## src/rtl/ef2_pkg.sv

```systemverilog
package ef2_pkg;

    typedef enum logic [1:0] {
        B1_ZERO   = 2'b00,
        B1_PLUS1  = 2'b01,
        B1_MINUS1 = 2'b10,
        B1_MINUS2 = 2'b11
    } b1_sel_e;

    typedef enum logic [0:0] {
        TAP_FIRST  = 1'b0,
        TAP_SECOND = 1'b1
    } tap_kind_e;

endpackage

```

## src/rtl/ef2_tap.sv

```systemverilog
// One feedback tap: produces b*e for a stored error e = -r, where r is the
// unsigned residue kept in the history. Only negation and a one-bit shift.
module ef2_tap
    import ef2_pkg::*;
#(
    parameter int        EW   = 6,
    parameter int        SW   = 17,
    parameter tap_kind_e KIND = TAP_FIRST
) (
    input  logic [1:0]          sel,
    input  logic [EW-1:0]       resid,
    output logic signed [SW-1:0] term
);
    localparam int PADW = SW - EW;

    logic signed [SW-1:0] r_ext;
    logic signed [SW-1:0] r_dbl;

    always_comb begin
        r_ext = $signed({{PADW{1'b0}}, resid});
        r_dbl = $signed({{(PADW-1){1'b0}}, resid, 1'b0});
    end

    generate
        if (KIND == TAP_FIRST) begin : g_first
            always_comb begin
                unique case (b1_sel_e'(sel))
                    B1_ZERO:   term = '0;
                    B1_PLUS1:  term = -r_ext;
                    B1_MINUS1: term = r_ext;
                    B1_MINUS2: term = r_dbl;
                    default:   term = '0;
                endcase
            end
        end else begin : g_second
            logic unused_hi;
            always_comb begin
                unused_hi = sel[1];
                term      = sel[0] ? -r_ext : '0;
            end
        end
    endgenerate

endmodule

```

## src/rtl/ef2_quant.sv

```systemverilog
// Splits the corrected value into a saturated AW-bit word and an EW-bit residue.
module ef2_quant #(
    parameter int AW = 8,
    parameter int EW = 6,
    parameter int SW = 17
) (
    input  logic signed [SW-1:0] corr,
    output logic signed [AW-1:0] y,
    output logic [EW-1:0]        resid,
    output logic                 sat
);
    localparam int QW = SW - EW;
    localparam logic signed [AW-1:0] YMAX = {1'b0, {(AW-1){1'b1}}};
    localparam logic signed [AW-1:0] YMIN = {1'b1, {(AW-1){1'b0}}};

    logic [QW-1:0] q;
    logic          all_one;
    logic          all_zero;

    always_comb begin
        q        = corr[SW-1:EW];
        resid    = corr[EW-1:0];
        all_one  = &q[QW-1:AW-1];
        all_zero = ~|q[QW-1:AW-1];
        sat      = !(all_one || all_zero);
        if (!sat)            y = $signed(q[AW-1:0]);
        else if (q[QW-1])    y = YMIN;
        else                 y = YMAX;
    end

endmodule

```

## src/rtl/ef2_requant.sv

```systemverilog
module ef2_requant
    import ef2_pkg::*;
#(
    parameter int AW = 8,
    parameter int EW = 6
) (
    input  logic                 clk,
    input  logic                 rst_n,
    input  logic                 in_valid,
    input  logic [AW+EW-1:0]     x_in,
    input  logic [1:0]           b1_sel,
    input  logic                 b2_sel,
    output logic                 out_valid,
    output logic [AW-1:0]        y_out
);
    localparam int IW = AW + EW;
    localparam int SW = IW + 3;

    typedef struct packed {
        logic [AW-1:0] y;
        logic          vld;
        logic [EW-1:0] r1;
        logic [EW-1:0] r2;
        logic [1:0]    b1;
        logic          b2;
    } st_t;

    st_t st_d, st_q;

    logic                  coef_chg;
    logic [EW-1:0]         h1, h2;
    logic signed [SW-1:0]  t1, t2, x_ext, corr;
    logic signed [AW-1:0]  yq;
    logic [EW-1:0]         rnew;
    logic                  sat;

    always_comb begin
        coef_chg = (b1_sel != st_q.b1) || (b2_sel != st_q.b2);
        h1       = coef_chg ? '0 : st_q.r1;
        h2       = coef_chg ? '0 : st_q.r2;
    end

    ef2_tap #(.EW(EW), .SW(SW), .KIND(TAP_FIRST)) u_tap1 (
        .sel   (b1_sel),
        .resid (h1),
        .term  (t1)
    );

    ef2_tap #(.EW(EW), .SW(SW), .KIND(TAP_SECOND)) u_tap2 (
        .sel   ({1'b0, b2_sel}),
        .resid (h2),
        .term  (t2)
    );

    always_comb begin
        x_ext = $signed({{(SW-IW){x_in[IW-1]}}, x_in});
        corr  = x_ext + t1 + t2;
    end

    ef2_quant #(.AW(AW), .EW(EW), .SW(SW)) u_quant (
        .corr  (corr),
        .y     (yq),
        .resid (rnew),
        .sat   (sat)
    );

    always_comb begin
        st_d     = st_q;
        st_d.vld = in_valid;
        st_d.b1  = b1_sel;
        st_d.b2  = b2_sel;
        if (coef_chg) begin
            st_d.r1 = '0;
            st_d.r2 = '0;
        end
        if (in_valid) begin
            st_d.y  = yq;
            st_d.r1 = rnew;
            st_d.r2 = h1;
        end
    end

    always_ff @(posedge clk or negedge rst_n) begin
        if (!rst_n) st_q <= '0;
        else        st_q <= st_d;
    end

    assign out_valid = st_q.vld;
    assign y_out     = st_q.y;

    AST_VALID_FOLLOWS: assert property (@(posedge clk) disable iff (!rst_n)
        in_valid |=> out_valid);
    AST_NO_SPURIOUS_VALID: assert property (@(posedge clk) disable iff (!rst_n)
        !in_valid |=> !out_valid);
    AST_OUT_HOLD: assert property (@(posedge clk) disable iff (!rst_n)
        !in_valid |=> $stable(y_out));
    AST_HIST_SHIFT: assert property (@(posedge clk) disable iff (!rst_n)
        (in_valid && !coef_chg) |=> (st_q.r2 == $past(st_q.r1)));
    AST_HIST_IDLE: assert property (@(posedge clk) disable iff (!rst_n)
        (!in_valid && !coef_chg) |=> ($stable(st_q.r1) && $stable(st_q.r2)));
    AST_CLEAR_IDLE: assert property (@(posedge clk) disable iff (!rst_n)
        (coef_chg && !in_valid) |=> (st_q.r1 == '0 && st_q.r2 == '0));
    AST_CLEAR_ACTIVE: assert property (@(posedge clk) disable iff (!rst_n)
        (coef_chg && in_valid) |=> (st_q.r2 == '0));
    AST_SAT_EDGE: assert property (@(posedge clk) disable iff (!rst_n)
        (in_valid && sat) |=> (y_out == {y_out[AW-1], {(AW-1){~y_out[AW-1]}}}));

endmodule

```

## config.mk

```make
export PLATFORM = sky130hd
export DESIGN_NAME = ef2_requant
export DESIGN_NICKNAME = d
export VERILOG_FILES = /design/src/rtl/ef2_pkg.sv /design/src/rtl/ef2_tap.sv /design/src/rtl/ef2_quant.sv /design/src/rtl/ef2_requant.sv
export SDC_FILE = /design/constraint.sdc
export NUM_CORES = 1
export LEC_CHECK = 0
export ABC_CLOCK_PERIOD_IN_PS = 6250
export BUFFER_PORTS_ARGS = -buffer_cell sky130_fd_sc_hd__buf_2
export CORE_UTILIZATION = 45
export DETAILED_ROUTE_END_ITERATION = 8
export GPL_ROUTABILITY_DRIVEN = 0
export SLEW_MARGIN = 20
export SYNTH_ARGS = -nofsm -noshare
export SYNTH_HDL_FRONTEND = slang
export SYNTH_SLANG_ARGS = --single-unit
```

## constraint.sdc

```tcl
create_clock -name clk -period 6.25 [get_ports clk]
set_input_delay 0.3125 -clock clk [delete_from_list [all_inputs] [get_ports clk]]
set_output_delay 0.3125 -clock clk [all_outputs]
set_load 0.05 [all_outputs]
```

==> impl_metrics.json <==
{
  "post-route-min-period_ns": 4.846,
  "io_buffers": 28,
  "synth_adder_area_share_pct": 23.01,
  "maxCapViolations": 0,
  "avgSynthCellArea_um2": 9.070,
  "ys_seq_area_share_pct": 23.90,
  "outcome": "finished clean",
  "rr_endpoint": "y_out[5]",
  "setup-tns-final_ns": 0,
  "syn_inst": 277,
  "power_density_nw_per_um2": 194.3,
  "final_common_cell": "buf_2",
  "grt_remaining_overflow": 0,
  "instances_no_fill": 360,
  "post_synth_xor_area_fraction_pct": 7.371,
  "skew_ns": 0.008753,
  "area_growth_pct": 7.968,
  "die_area_um2": 5886,
  "finalSetupViolations": 0,
  "tritoncts": "yes",
  "crit_chain": "xor2_1 -> nor3_4 -> nand2_1 -> ha_1 -> xor2_1 -> nor2_1 -> a21oi_1 -> o2bb2ai_1 -> fa_1 -> inv_1 -> fa_1 -> nand2b_1 -> a21oi_1 -> o311ai_1 -> and3b_1 -> o21bai_1 -> xnor2_1 -> o311a_2 -> a311o_1",
  "dpl.cell_count": 356,
  "hold_viol_final": 0,
  "worstSetupPathType": "reg -> reg",
  "drt_iter0_drc": 175,
  "synth_cell_types": 55,
  "num_vias": 2047,
  "fin_util_pct": 51.79,
  "dpl_worst_slack_ns": 1.269,
  "synth_seq_cells": 24,
  "clock_sinks": 24,
  "cp.required_ns": 6.40,
  "antenna_cells": 0,
  "critPathSlowestCell": "fa_1",
  "report.final.slew_viol_count": 0,
  "viasPerCell": 5.686,
  "cts_resized": 0,
  "num-fill-cells": 495,
  "clk_pin_slew_ns": 0.08,
  "cts_buffers": 3,
  "synth-async-reset-ratio_pct": 100.0,
  "min_period_over_period_pct": 77.53,
  "synth_edf_count": 0,
  "coreArea_um2": 5238,
  "drive_gt1_share_pct": 14.83,
  "r2r_start": "st_q[0]",
  "syn-num-nets": 333,
  "clockBufferDepth": 2,
  "dr.pass1.iters": 4,
  "cts.htree.levels": 1,
  "regArea_um2": 600.6,
  "grt_usage_pct": 20.76,
  "clk_latency_ns": 0.27,
  "p_leak_nw": 1.240,
  "rrSetupSlack_ns": 1.40,
  "die_width_um": 76.72,
  "rsz0062_at_grt": "no",
  "slowest_delay_ns": 0.54,
  "remaining_drc_errors": 0,
  "setup_ws_ns": 1.404,
  "cts-hold-fix-buffers": 0,
  "yosysWarnings": 0,
  "yosys.area_share.simple_pct": 16.48,
  "slew_headroom_pct": 62.05,
  "wl_um": 5788,
  "synth_compound_area_share_pct": 21.26,
  "rows": 26,
  "ys.flop_type": "dfrtp_1",
  "synthMuxAreaShare_pct": 2.540,
  "cp-start-kind": "flip-flop",
  "grt_pass1_vias": 1898,
  "start_util_pct": 47.97,
  "synth_top_family_by_area": "adder cells",
  "final_cell_mix": "buf_2 (28), nand2_1 (25), dfrtp_1 (24)",
  "finalNetCount": 347,
  "hold_class": "in -> async",
  "cts_setup_buffers": 0,
  "critPathArrivalTime_ns": 5.00,
  "irDropWorstVdd_uv": 100.5,
  "tightestPinTransition_ns": 0.5671,
  "grt_pass1_wl_um": 9508,
  "multiInputGateArea_um2": 1775,
  "fmax_mhz": 206.4,
  "hpwl_um": 4631,
  "critPathMaxFanout": 7,
  "wl_per_cell_um": 16.08,
  "grt_max_degree": 25,
  "antenna_left": 0,
  "grt_antenna_before_repair": 0,
  "syn_area_um2": 2512,
  "cts-root-buf": "clkbuf_8",
  "ff2ff_path_depth": 19,
  "pin_count": 29,
  "fp.dieH_um": 76.72,
  "cp-end-kind": "flip-flop"
}
-- per-layer routing --
layer | GRT usage, % | vias up | part of all wire, %
met5 | 0 | - | 0
met4 | 4.038 | 0 | 0.66
met3 | 1.667 | 4 | 4.3
met2 | 31.16 | 55 | 45
met1 | 32.45 | 980 | 51
li1 | - | 1008 | -
-- cells in the mapped netlist (6+ instances only) --
| master | count | area [µm²] |
|---|---|---|
| o21ai_1 | 17 | 85.08 |
| ha_1 | 19 | 237.7 |
| buf_4 | 8 | 60.06 |
| nand3_1 | 11 | 55.05 |
| a21oi_1 | 20 | 100.1 |
| fa_1 | 17 | 340.3 |
| nor2_1 | 20 | 75.07 |
| clkbuf_1 | 10 | 37.54 |
| xnor2_1 | 9 | 78.83 |
| xor2_1 | 9 | 78.83 |
| a221o_1 | 6 | 60.06 |
| inv_1 | 8 | 30.03 |
| o21ai_0 | 7 | 35.03 |
| dfrtp_1 | 24 | 600.6 |
| nand2_1 | 25 | 93.84 |
-- per-stage QoR --
stage | hold slack (ns) | cell area [µm²] | power (W)
global placement | 0.3354 | 2641 | 0.0003911
floorplan | 0.01691 | 2512 | 0.0003573
finish | 0.01760 | 2713 | 0.0005270
global route | 0.05766 | 2713 | 0.0005581
detailed placement | 0.3318 | 2641 | 0.0003912
CTS | 0.03770 | 2713 | 0.0005284
-- cell type report --
class | instances | share of cell area, %
clock inverters | 1 | 1.107
well taps | 70 | 3.229
multi-input cells | 225 | 65.45
flip-flops and latches | 24 | 22.14
repair buffers | 29 | 5.443
inverters | 8 | 1.107
clock buffers | 3 | 1.522
-- critical path: cells and delay by family, from the launching register on --
| family | cells | cell delay, ns |
|---|---|---|
| fa+ha+maj | 3 | 1.29 |
| flops | 1 | 0.39 |
| xor+xnor | 3 | 0.50 |
| compound gates | 7 | 1.47 |
| buf+inv | 1 | 0.07 |
| simple gates | 5 | 1.03 |
-- sequential cells by signal, summed over array words and instances (netlist names) --
signal	flops
y_out	8
out_valid	1
st_q	15
-- report_power, final --
group | internal, W | total, W | switching (W)
logic | 0.0000695 | 0.000200 | 0.000131
clock network | 0.0000856 | 0.000138 | 0.0000525
registers | 0.000173 | 0.000189 | 0.0000156
total | 0.000328 | 0.000527 | 0.000199
-- cell families (layout without fill, tap and decap cells) --
family	Yosys count	after routing
AND/OR/NAND/NOR	84	84
AO/OA/AOI/OAI	80	80
adder cells (fa/ha/maj)	36	36
buffers and inverters	28	41
flip-flops	24	24
XOR/XNOR	19	19
multiplexers	6	6
-- worst max path at each step --
stage	cells after the start	end	slack, ns	from
3_5_place_dp	20	y_out[5]	1.27	b1_sel[1]
5_1_grt	19	y_out[2]	1.12	st_q[0]
3_3_place_gp	20	y_out[5]	1.43	b1_sel[1]
2_1_floorplan	20	y_out[5]	1.59	st_q[0]
6_report	19	y_out[5]	1.40	st_q[0]
4_1_cts	19	y_out[5]	1.42	st_q[0]
Note: power is estimated with default switching activity, not from simulation.
